===== src/rtl/seg_pkg.sv =====
package seg_pkg;

  typedef enum logic [1:0] {
    MODE_BLANK  = 2'd0,
    MODE_FILL   = 2'd1,
    MODE_INVERT = 2'd2,
    MODE_PASS   = 2'd3
  } seg_mode_e;

endpackage


===== src/rtl/seg_mode_decode.sv =====
module seg_mode_decode
  import seg_pkg::*;
(
  input  logic      disp_en,
  input  logic      fill,
  input  logic      invert,
  output seg_mode_e mode
);

  // Blanking beats fill, fill beats inversion.
  always_comb begin
    if (!disp_en)    mode = MODE_BLANK;
    else if (fill)   mode = MODE_FILL;
    else if (invert) mode = MODE_INVERT;
    else             mode = MODE_PASS;
  end

endmodule


===== src/rtl/seg_line_store.sv =====
module seg_line_store #(
  parameter int SEG_W = 132
) (
  input  logic             clk,
  input  logic             rst,
  input  logic             stb,
  input  logic [SEG_W-1:0] din,
  output logic [SEG_W-1:0] held_nxt
);

  logic [SEG_W-1:0] held_q;

  // Value the store will hold after this edge.
  assign held_nxt = stb ? din : held_q;

  always_ff @(posedge clk) begin
    if (rst) held_q <= '0;
    else     held_q <= held_nxt;
  end

endmodule


===== src/rtl/seg_out_stage.sv =====
module seg_out_stage
  import seg_pkg::*;
#(
  parameter int SEG_W = 132
) (
  input  logic             clk,
  input  logic             rst,
  input  seg_mode_e        mode,
  input  logic [SEG_W-1:0] line,
  output logic [SEG_W-1:0] seg_q
);

  logic [SEG_W-1:0] seg_d;

  for (genvar i = 0; i < SEG_W; i++) begin : g_seg
    always_comb begin
      unique case (mode)
        MODE_BLANK:  seg_d[i] = 1'b0;
        MODE_FILL:   seg_d[i] = 1'b1;
        MODE_INVERT: seg_d[i] = ~line[i];
        default:     seg_d[i] = line[i];
      endcase
    end
  end

  always_ff @(posedge clk) begin
    if (rst) seg_q <= '0;
    else     seg_q <= seg_d;
  end

endmodule


===== src/rtl/seg_line_latch.sv =====
module seg_line_latch
  import seg_pkg::*;
#(
  parameter int SEG_W = 132
) (
  input  logic             clk,
  input  logic             rst,
  input  logic             line_stb,
  input  logic [SEG_W-1:0] line_data,
  input  logic             disp_en,
  input  logic             fill,
  input  logic             invert,
  output logic [SEG_W-1:0] seg_out
);

  logic [SEG_W-1:0] held_nxt;
  seg_mode_e        mode;

  seg_line_store #(.SEG_W(SEG_W)) u_store (
    .clk      (clk),
    .rst      (rst),
    .stb      (line_stb),
    .din      (line_data),
    .held_nxt (held_nxt)
  );

  seg_mode_decode u_dec (
    .disp_en (disp_en),
    .fill    (fill),
    .invert  (invert),
    .mode    (mode)
  );

  seg_out_stage #(.SEG_W(SEG_W)) u_out (
    .clk   (clk),
    .rst   (rst),
    .mode  (mode),
    .line  (held_nxt),
    .seg_q (seg_out)
  );

endmodule


===== config.mk =====
export PLATFORM = sky130hd
export DESIGN_NAME = seg_line_latch
export DESIGN_NICKNAME = d
export VERILOG_FILES = /design/src/rtl/seg_pkg.sv /design/src/rtl/seg_mode_decode.sv /design/src/rtl/seg_line_store.sv /design/src/rtl/seg_out_stage.sv /design/src/rtl/seg_line_latch.sv
export SDC_FILE = /design/constraint.sdc
export NUM_CORES = 1
export LEC_CHECK = 0
export CORE_MARGIN = 2
export CORE_UTILIZATION = 25
export CTS_CLUSTER_DIAMETER = 50
export DETAILED_ROUTE_END_ITERATION = 6
export PLACE_DENSITY = 0.48
export SKIP_CTS_REPAIR_TIMING = 1
export SLEW_MARGIN = 20
export SYNTH_ARGS = -nofsm -noshare
export SYNTH_HDL_FRONTEND = slang
export SYNTH_SLANG_ARGS = --single-unit

===== constraint.sdc =====
create_clock -name clk -period 3.8 [get_ports clk]
set_input_delay 0.76 -clock clk [delete_from_list [all_inputs] [get_ports clk]]
set_output_delay 0.76 -clock clk [all_outputs]
set_load 0.01 [all_outputs]

# --- Word-level counts from Yosys, hierarchy flattened ---
# Cells that the tools add are included.
word_totals:
  wordCells: 273
  reg_bits: 264
  inputBits: 138
  output_inout_bits: 132
op_classes:
  bitwise_logic: 132
  n_mux: 136
  eq_ne: 2
  reduce_logical: 1
ops:
  columns: ["op", "count"]
  rows:
  - ["one-hot mux 1 bit (3 select lines)", 132]
  - ["two-way mux 132 bit", 1]
  - ["inverter 1 bit", 132]
  - ["two-way mux 2 bit", 2]
  - ["== test 2 x 1 -> 1 bit (second input constant)", 1]
  - ["== test 2 bit (second input constant)", 1]
  - ["zero test 2 bit", 1]
  - ["two-way mux 1 bit", 1]

# --- Logic depth before layout (Yosys ltp) ---
# Gate-level depths: netlist (run 1).
logic_depth:
  depth_word: 5
  mapped_depth: 6

# --- Modules after synthesis ---
# A second synthesis (run 1) with hierarchy kept.
unflattened:
  hier_cells: 870
  area_unflattened_um2: 10525.1
modules_own_cells:
  columns: ["mod", "instances", "seq_area_each_um2", "cells_each", "area_per_inst_um2"]
  rows:
  - ["seg_line_store", 1, 2642.5, 425, 5439.0]
  - ["seg_out_stage", 1, 2642.5, 442, 5066.1]
  - ["seg_mode_decode", 1, 0.0, 3, 20.0]

# --- Worst setup path before layout (run 1) ---
# Ideal clock, no wire load.
synth_path:
  path_type: "input port to flip-flop"
  from: "input line_stb"
  to: "register u_out.seg_q[44]"
  stages: 6
  t_arrival_ns: 1.666
  required_ns: 3.672
  n_path_buf: 3
  path_slack_ns: 2.006
  path_cell_list: "buf_6 buf_6 buf_6 mux2i_2 mux2i_1 nor2_1"
synth_between:
  elab_chain_cells: 3
synth_lines:
  columns: ["item", "line_no", "text"]
  rows:
  - ["start, declared", "seg_line_latch.sv:8", "input logic line_stb,"]
  - ["two-way mux 132 bit *", "seg_line_store.sv:14", "assign held_nxt = stb ? din : held_q;"]
  - ["inverter 1 bit", "seg_out_stage.sv:20", "MODE_INVERT: seg_d[i] = ~line[i];"]
  - ["one-hot mux 1 bit (3 select lines) *", "seg_out_stage.sv:17", "unique case (mode)"]
  - ["end signal, assigned", "seg_out_stage.sv:28", "else seg_q <= seg_d;"]
  - ["end, declared", "seg_out_stage.sv:10", "output logic [SEG_W-1:0] seg_q"]
# Every way passes the cells marked *; elsewhere a longest branch is shown, timed or not.
# A chain may end at the register's enable or synchronous reset.

# --- Worst setup path after layout (run 1) ---
layout_path:
  from: "register u_out.seg_q[52]"
  to: "output seg_out[52]"
layout_lines:
  columns: ["item", "line_no", "text"]
  rows:
  - ["end, declared", "seg_line_latch.sv:13", "output logic [SEG_W-1:0] seg_out"]
# No word-level cell between the ends.

==> impl_results.md, run 1 <==
- Highest metal used: met4
- Largest net degree at the start of global routing: 65
- DP Cell Count: 1585
- Fin. Hold Viols: 0
- GPL Wtd Cong: 0.706
- #FFs+latches synth: 264
- Met2 WL: 11600 microns
- First-pass GRT wire length: 42400 microns
- TritonRoute pass-1 iters: 4
- Num rows: 71
- Worst Setup SP: u_out.seg_q[52]$_SDFF_PP0_
- Detail-routed via count per cell: 4.09
- CTS tree: done
- Type of the worst setup path: reg -> out
- Synthesized net count: 1008
- Slew HR: 0.569
- Routed met3 length: 2250 microns
- Setup TNS: 0 ns
- Startpoint Class: flip-flop
- Cell Count, Final, Fillers Out: 1653
- Worst Setup End Kind: primary output
- Crit path required time: 3.04 ns
- GRT Overall Usage: 0.134
- Final nets: 1252
- # setup viols final: 0
- Yosys Warn Count: 0
- Top cell family by delay on the critical path: buffers and inverters
- Clock H-tree levels: 2
- Setup slack after layout: 1.58 ns
- Setup Slack @ Placement: 1.19 ns
- Synth Area per Inst: 11.1 sq um
- CTS buffer count: 38
- Highest clock rate: 0.451 GHz
- Worst R2R Setup Slack: 2.85 ns
- Met1 wire length: 12700 microns
- Final antenna-violating net count: 0
- Grt ovf: 0
- Worst R2R End: u_out.seg_q[117]$_SDFF_PP0_
- Post-Syn Instances: 870
- Hold path start: u_store.held_q[115]$_SDFF_PP0_
- Slew Limit Fails: 0
- Worst-Margin Slew: 0.646 ns
- Reg clk slew, reported paths: 0.06 ns
- Clock root cell: clkbuf_16
- Vias: 6756
- Port bufs: 269
- WL/cell: 16.3 microns
- # DRC: 0
- Arr. time, crit path: 1.46 ns
- Unrepaired setup endpoints after global routing: no
- Post-Syn Area: 9620 sq um
- Largest stage delay, worst path: 0.59 ns
- Top Ports: 270
- Crit path cell chain: clkdlybuf4s50_1
- Core Area: 37800 sq um
- Worst clock skew: 0.00983 ns
- Clock Sink Count: 264
- Worst hold path depth: 2
- Die ar.: 40100 sq um
- Vias in the first global route: 7125
- Cell depth of the worst flop-to-flop path: 3
- Syn-to-layout area delta: 45.4%
- Die Ht: 200 microns
- Post-layout minimum cycle time: 2.22 ns
- Ant diodes: 0
- Leakage power: 5.99 nW
- Pwr Total: 0.00733 W
- Worst reg2reg path startpoint: u_store.held_q[117]$_SDFF_PP0_
- Seq/Total Area, Yosys: 0.549
- Yosys cell types: 10
- Final period utilization: 0.583
- Hold Path Class: reg -> reg
- HPWL after detailed placement: 16600 microns
- Max_cap viols: 0
- Status: completed
- Final hold slack: 0.503 ns
- Clk Latency, worst-skew pair: 0.53 ns
- Slowest-stage cell, CP: clkdlybuf4s50_1
- DR iter-0 viols: 223
- Max FO, Critical Path: 1
- Power per cell area: 524 nW/um^2
- Layout cells sized above 1: 0.140
- Initial Util: 0.255
- Clock Tree Buf Depth: 3
- Initial antenna violation count: 0
- CP bufs+invs: 1
- Die Width: 200 microns
- VDD IR max: 327 uV
- Number of fill cells: 3806
- Total Wirelength: 27000 microns
- Min-Delay Endpoint: u_store.held_q[115]$_SDFF_PP0_
-- cells in the final DEF (no fill, tap or decap), drive strengths merged, types with 2 or more instances in the layout --
cell type and count:
clkdlybuf4s50 267, nor2 264, dfxtp 264, mux2i 264, clkbuf 45, clkinv 13
buf 12, clkinvlp 5, inv 3, nand2b 2, bufinv 2
-- state kept, by name (all words and copies together) (netlist names) --
signal,count
u_out.seg_q,132
u_store.held_q,132
-- report_power, final --
part	switching (W)	internal [W]	leakage [nW]
Sequential	0.0000540	0.00294	2.18
Combinational	0.000406	0.000491	3.20
Clock	0.00134	0.00210	0.607
-- cells by family (layout without fill, tap and decap cells) --
kind of cell           after synthesis  count (layout)  synth area share
buffers and inverters               75             347            0.0395
muxes                              264             264             0.306
DFF                                264             264             0.549
and+or+nand+nor                    267             267             0.105
-- stage by stage --
step,utilization,cell area [sq um]
floorplan,-,9620
global placement,0.337,12700
detailed placement,0.337,12700
CTS,0.370,14000
global route,0.370,14000
finish,0.370,14000
-- synth_stat cells --
cell | count | area share
buf_1 | 6 | 0.0023
buf_2 | 19 | 0.0099
buf_6 | 10 | 0.012
clkbuf_1 | 40 | 0.016
dfxtp_1 | 264 | 0.55
mux2i_1 | 184 | 0.19
mux2i_2 | 80 | 0.11
nand2b_1 | 2 | 0.0013
nor2_1 | 264 | 0.10
or2_2 | 1 | 0.00065
-- layout make-up --
cell class	instances	area (sq um)	area share
tap	511	639	0.0457
clock inverter	23	225	0.0161
clock buffer	45	1030	0.0736
timing repair buffer	279	2830	0.203
multi-input combinational	531	3970	0.284
sequential	264	5290	0.378
-- worst max path at each step --
stage / endpoint / cells past startpoint
after floorplan: u_out.seg_q[44]$_SDFF_PP0_ / 6
after global placement: u_out.seg_q[84]$_SDFF_PP0_ / 5
after detailed placement: u_out.seg_q[65]$_SDFF_PP0_ / 5
after CTS: seg_out[49] / 1
after global routing: seg_out[29] / 1
final: seg_out[52] / 1
-- worst register-to-register path, cell delays in order (launching register included) --
cell	delay [ns]
dfxtp_1	0.30
mux2i_2	0.19
mux2i_1	0.26
nor2_1	0.07
-- routing by layer --
metal / up-vias / GRT usage
li1: 3331 / -
met1: 3190 / 0.176
met4: 0 / 0.0346
met5: - / 0
met2: 199 / 0.204
met3: 36 / 0.0526
Note: power is estimated with default switching activity, not from simulation.
==> run 2, diff against run 1 <==
==> constraint.sdc (replaced) <==
create_clock -name clk -period 2.3 [get_ports clk]
set_input_delay 0.46 -clock clk [delete_from_list [all_inputs] [get_ports clk]]
set_output_delay 0.46 -clock clk [all_outputs]
set_load 0.01 [all_outputs]
==> impl_results.md, run 2 (synthesized netlist as in run 1, its figures left out) <==
- Clock Tree Buf Depth: 3 (unchanged)
- Crit. path cell count: 1 (unchanged)
- Num rows: 71 (unchanged)
- Top Ports: 270 (unchanged)
- Clock Sink Count: 264 (unchanged)
- Post-layout minimum cycle time: 1.92 ns
- HPWL after detailed placement: 16700 microns (was 16600 microns)
- Unrepaired setup endpoints after global routing: no (unchanged)
- Final antenna-violating net count: 0 (unchanged)
- Final period utilization: 0.836
- Initial Util: 0.255 (unchanged)
- Initial antenna violation count: 3 (was 0)
- Reg clk slew, reported paths: 0.06 ns (about the same)
- Grt ovf: 0 (unchanged)
- Largest regs: u_out.seg_q: 132 flops, u_store.held_q: 132 flops (unchanged)
- Clk Latency, worst-skew pair: 0.53 ns (about the same)
- Power per cell area: 854 nW/um^2 (was 524 nW/um^2)
- Most used routing layer in global routing: met2 (unchanged)
- Slew Limit Fails: 0 (unchanged)
- Top cell family by delay on the critical path: buffers and inverters (unchanged)
- Die Ht: 200 microns (unchanged)
- Status: completed (unchanged)
- Met3 Resource Use GR: 0.0513 (was 0.0526)
- Detail-routed via count per cell: 4.09 (about the same)
- CTS buffer count: 37 (was 38)
- Max FO, Critical Path: 1 (unchanged)
- Startpoint Class: flip-flop (unchanged)
- Min-Delay Endpoint: u_store.held_q[1]$_SDFF_PP0_ (was u_store.held_q[115]$_SDFF_PP0_)
- Vias: 6813 (was 6756)
- VDD IR max: 438 uV (was 327 uV)
- Worst R2R Setup Slack: 1.39 ns (was 2.85 ns)
- Slowest-stage cell, CP: clkdlybuf4s50_1 (unchanged)
- Worst clock skew: 0.0116 ns (was 0.00983 ns)
- CP bufs+invs: 1 (unchanged)
- TritonRoute pass-1 iters: 4 (unchanged)
- Worst Setup End Kind: primary output (unchanged)
- Fin. Hold Viols: 0 (unchanged)
- Hold Path Class: in -> reg (was reg -> reg)
- Max_cap viols: 0 (unchanged)
- Slew HR: 0.531 (was 0.569)
- Cell depth of the worst flop-to-flop path: 3 (unchanged)
- CTS tree: done (unchanged)
- Crit path required time: 1.84 ns (was 3.04 ns)
- Worst hold path depth: 2 (unchanged)
- Highest clock rate: 0.520 GHz
- Core Area: 37800 sq um (unchanged)
- Setup Slack @ Placement: 0.382 ns (was 1.19 ns)
- DR iter-0 viols: 226 (was 223)
- Setup slack after layout: 0.377 ns (was 1.58 ns)
- Total Wirelength: 27200 microns (was 27000 microns)
- Worst-Margin Slew: 0.703 ns (was 0.646 ns)
- Type of the worst setup path: reg -> out (unchanged)
- Die Width: 200 microns (unchanged)
- Die ar.: 40100 sq um (unchanged)
- GRT Overall Usage: 0.135 (was 0.134)
- Worst reg2reg path startpoint: u_store.held_q[72]$_SDFF_PP0_ (was u_store.held_q[117]$_SDFF_PP0_)
- M1 GR Usage: 0.174 (was 0.176)
- Vias in the first global route: 7167 (was 7125)
- First-pass GRT wire length: 42300 microns (was 42400 microns)
- Setup TNS: 0 ns (unchanged)
- Largest stage delay, worst path: 0.57 ns (was 0.59 ns)
- Hold path start: rst (was u_store.held_q[115]$_SDFF_PP0_)
- Crit path cell chain: clkdlybuf4s50_1 (unchanged)
- Commonest non-fill, non-tap cells in the layout: 267 x clkdlybuf4s50_1, 264 x nor2_1, 264 x dfxtp_1, 184 x mux2i_1, 80 x mux2i_2 (unchanged)
- Grt met2 use: 0.201 (was 0.204)
- Syn-to-layout area delta: 47.0% (was 45.4%)
- Clock root cell: clkbuf_16 (unchanged)
- Largest net degree at the start of global routing: 120 (was 65)
- Port bufs: 269 (unchanged)
- Final nets: 1263 (was 1252)
- # DRC: 0 (unchanged)
- Layout cells sized above 1: 0.148 (was 0.140)
- Arr. time, crit path: 1.46 ns (about the same)
- Leakage power: 6.09 nW (was 5.99 nW)
- Most common cell after layout, fill and taps aside: clkdlybuf4s50_1 (unchanged)
- # setup viols final: 0 (unchanged)
- Worst R2R End: u_out.seg_q[72]$_SDFF_PP0_ (was u_out.seg_q[117]$_SDFF_PP0_)
- Clock H-tree levels: 2 (unchanged)
- WL/cell: 16.3 microns (about the same)
- GPL Wtd Cong: 0.712 (was 0.706)
-- run 2: power by group --
part	total [W]	switching [W]	internal [W]
logic	0.00151	0.000673	0.000840
registers	0.00495	0.0000924	0.00485
clock network	0.00561	0.00216	0.00345
total	0.0121	0.00293	0.00915
-- run 2: stage by stage --
step / util / cells / power, W / hold slack [ns] / cell area, sq um
final: 0.375 / 1667 / 0.0121 / 0.252 / 14100
after global placement: 0.342 / 1597 / 0.00657 / 0.488 / 12900
after detailed placement: 0.342 / 1597 / 0.00658 / 0.496 / 12900
after CTS: 0.374 / 1664 / 0.0123 / 0.212 / 14100
after floorplan: - / 870 / 0.00584 / 0.476 / 9620
after global routing: 0.374 / 1666 / 0.0126 / 0.245 / 14100
-- run 2: cell type report --
| type | instances | area (sq um) |
|---|---|---|
| clock inverters | 18 | 144 |
| clock buffers | 49 | 1080 |
| flip-flops and latches | 264 | 5290 |
| multi-input cells | 531 | 3970 |
| fillers | 3742 | 23600 |
| diodes | 3 | 7.51 |
| repair buffers | 291 | 3010 |
| well taps | 511 | 639 |
-- run 2: routing by layer --
metal / share of wire / vias up
met1: 0.46 / 3210
met4: 0.025 / 0
li1: - / 3355
met5: 0 / -
met2: 0.43 / 206
met3: 0.085 / 42
-- run 2: how the worst max path moves through the flow --
| stage | from | slack (ns) | end |
|---|---|---|---|
| floorplan | line_stb | 0.81 | u_out.seg_q[44]$_SDFF_PP0_ |
| global placement | invert | 0.40 | u_out.seg_q[24]$_SDFF_PP0_ |
| detailed placement | invert | 0.38 | u_out.seg_q[109]$_SDFF_PP0_ |
| CTS | u_out.seg_q[24]$_SDFF_PP0_ | 0.33 | seg_out[24] |
| global route | u_out.seg_q[49]$_SDFF_PP0_ | 0.32 | seg_out[49] |
| finish | u_out.seg_q[24]$_SDFF_PP0_ | 0.38 | seg_out[24] |
==> run 3, diff against run 2 <==
==> constraint.sdc (replaced) <==
create_clock -name clk -period 1.98 [get_ports clk]
set_input_delay 0.396 -clock clk [delete_from_list [all_inputs] [get_ports clk]]
set_output_delay 0.396 -clock clk [all_outputs]
set_load 0.01 [all_outputs]
==> impl_results.md, run 3 (synthesized netlist as in run 1, its figures left out) <==
- Leakage power: 6.18 nW (was 6.09 nW)
- Layout Utilization: 0.380 (was 0.375)
- Fin. Hold Viols: 0 (unchanged)
- Cell Count, Final, Fillers Out: 1670 (was 1667)
- Initial antenna violation count: 0 (was 3)
- Slowest-stage cell, CP: clkdlybuf4s50_1 (unchanged)
- Slew Limit Fails: 0 (unchanged)
- Grt ovf: 0 (unchanged)
- First-pass GRT wire length: 42800 microns (was 42300 microns)
- TritonRoute pass-1 iters: 4 (unchanged)
- Top cell family by delay on the critical path: buffers and inverters (unchanged)
- Core Area: 37800 sq um (unchanged)
- Slew HR: 0.615 (was 0.531)
- # DRC: 0 (unchanged)
- Worst R2R End: u_out.seg_q[44]$_SDFF_PP0_ (was u_out.seg_q[72]$_SDFF_PP0_)
- Worst Setup End Kind: primary output (unchanged)
- Most common cell after layout, fill and taps aside: clkdlybuf4s50_1 (unchanged)
- Largest regs: u_out.seg_q: 132 flops, u_store.held_q: 132 flops (unchanged)
- Num rows: 71 (unchanged)
- Port bufs: 269 (unchanged)
- Vias: 6814 (was 6813)
- Crit. path cell count: 1 (unchanged)
- Clk Latency, worst-skew pair: 0.53 ns (about the same)
- Sequential power share: 0.387 (was 0.410)
- Status: completed (unchanged)
- Reg clk slew, reported paths: 0.06 ns (about the same)
- Clk pwr share: 0.493 (was 0.465)
- Comb pwr share: 0.119 (was 0.125)
- Hold Path Class: in -> reg (unchanged)
- Crit path cell chain: clkdlybuf4s50_1 (unchanged)
- Detail-routed via count per cell: 4.08 (was 4.09)
- CTS tree: done (unchanged)
- Layout cells sized above 1: 0.153 (was 0.148)
- Register area: 5290 sq um (unchanged)
- Worst R2R Setup Slack: 1.07 ns (was 1.39 ns)
- Arr. time, crit path: 1.44 ns (was 1.46 ns)
- Worst Setup SP: u_out.seg_q[29]$_SDFF_PP0_ (was u_out.seg_q[24]$_SDFF_PP0_)
- Final antenna-violating net count: 0 (unchanged)
- Largest net degree at the start of global routing: 99 (was 120)
- Total Wirelength: 27000 microns (was 27200 microns)
- Clock H-tree levels: 2 (unchanged)
- Unrepaired setup endpoints after global routing: no (unchanged)
- Commonest non-fill, non-tap cells in the layout: 267 x clkdlybuf4s50_1, 264 x nor2_1, 264 x dfxtp_1, 184 x mux2i_1, 80 x mux2i_2 (unchanged)
- GPL Wtd Cong: 0.702 (was 0.712)
- Vias in the first global route: 7279 (was 7167)
- Setup TNS: 0 ns (unchanged)
- VDD IR max: 726 uV (was 438 uV)
- Crit path to: seg_out[29] (was seg_out[24])
- Die ar.: 40100 sq um (unchanged)
- GRT Overall Usage: 0.136 (was 0.135)
- Highest clock rate: 0.544 GHz
- P_int: 0.0113 W (was 0.00915 W)
- Max FO, Critical Path: 1 (unchanged)
- Clock Sink Count: 264 (unchanged)
- Type of the worst setup path: reg -> out (unchanged)
- Initial Util: 0.255 (unchanged)
- Die Width: 200 microns (unchanged)
- Switching Fraction: 0.241 (was 0.243)
- Post-layout minimum cycle time: 1.84 ns
- Number of fill cells: 3747 (was 3742)
- Final nets: 1267 (was 1263)
- WL/cell: 16.2 microns (was 16.3 microns)
- Max_cap viols: 0 (unchanged)
- Ant diodes: 0 (was 3)
- Worst reg2reg path startpoint: u_store.held_q[44]$_SDFF_PP0_ (was u_store.held_q[72]$_SDFF_PP0_)
- Startpoint Class: flip-flop (unchanged)
- CP bufs+invs: 1 (unchanged)
- HPWL after detailed placement: 16900 microns (was 16700 microns)
- # setup viols final: 0 (unchanged)
- Footprint of the multi-input gates: 3970 sq um (unchanged)
- DR iter-0 viols: 176 (was 226)
- Die Ht: 200 microns (unchanged)
- Syn-to-layout area delta: 49.2% (was 47.0%)
- Cell depth of the worst flop-to-flop path: 3 (unchanged)
- CTS buffer count: 40 (was 37)
- Largest stage delay, worst path: 0.55 ns (was 0.57 ns)
- Clock Tree Buf Depth: 3 (unchanged)
- Crit path required time: 1.58 ns (was 1.84 ns)
- Clock root cell: clkbuf_16 (unchanged)
- Final period utilization: 0.929
- DP Cell Count: 1598 (was 1597)
- P_sw: 0.00357 W (was 0.00293 W)
- Power per cell area: 1030 nW/um^2 (was 854 nW/um^2)
- Worst clock skew: 0.0108 ns (was 0.0116 ns)
- Top Ports: 270 (unchanged)
- Worst-Margin Slew: 0.577 ns (was 0.703 ns)
==> run 3: cell types whose count changed in the layout (fill, tap and decap cells not counted), moves of 3 or more <==
cell	previous run	this run
bufinv_16	1	4
clkinv_4	0	6
buf_12	12	15
diode_2	3	0
clkinv_2	9	2
==> run 3: routing by layer <==
metal	global-route usage	vias to the layer above	share of wire
met5	0	-	0
met4	0.0450	0	0.025
li1	-	3376	-
met2	0.212	201	0.43
met1	0.173	3186	0.46
met3	0.0535	51	0.079
==> run 3: power groups by stage <==
stage	Combinational, W	Sequential (W)	Clock [W]
2_1_floorplan	0.000857	0.00592	0
3_3_place_gp	0.00179	0.00586	0
3_5_place_dp	0.00179	0.00586	0
4_1_cts	0.00180	0.00575	0.00756
5_1_grt	0.00191	0.00578	0.00779
6_report	0.00177	0.00574	0.00731
==> run 3: through the flow <==
step	worst slack [ns]	total power (W)	area (sq um)	hold WS, ns
after detailed placement	0.190	0.00765	12900	0.495
after global placement	0.192	0.00765	12900	0.488
final	0.141	0.0148	14300	0.333
after floorplan	0.550	0.00678	9620	0.476
after global routing	0.0565	0.0155	14300	0.338
after CTS	0.0900	0.0151	14300	0.320
==> run 3: layout make-up <==
cell class,count,share of cell area
multi-input combinational,531,0.277
sequential,264,0.368
clock inverter,21,0.0183
clock buffer,51,0.0790
timing repair buffer,292,0.213
tap,511,0.0446
==> run 3: worst reg2reg max path, cell delays in order, from the launching register on <==
cell     delay [ns]
dfxtp_1        0.30
mux2i_2        0.22
mux2i_1        0.22
nor2_1         0.06
==> run 3: worst min-delay path by stage <==
stage / from / end / slack (ns) / cells after the start
floorplan: u_store.held_q[0]$_SDFF_PP0_ / u_store.held_q[0]$_SDFF_PP0_ / 0.48 / 2
global placement: u_store.held_q[11]$_SDFF_PP0_ / u_store.held_q[11]$_SDFF_PP0_ / 0.49 / 2
detailed placement: u_store.held_q[92]$_SDFF_PP0_ / u_store.held_q[92]$_SDFF_PP0_ / 0.50 / 2
CTS: line_stb / u_store.held_q[26]$_SDFF_PP0_ / 0.32 / 3
global route: line_stb / u_store.held_q[26]$_SDFF_PP0_ / 0.34 / 3
finish: line_stb / u_store.held_q[26]$_SDFF_PP0_ / 0.33 / 3
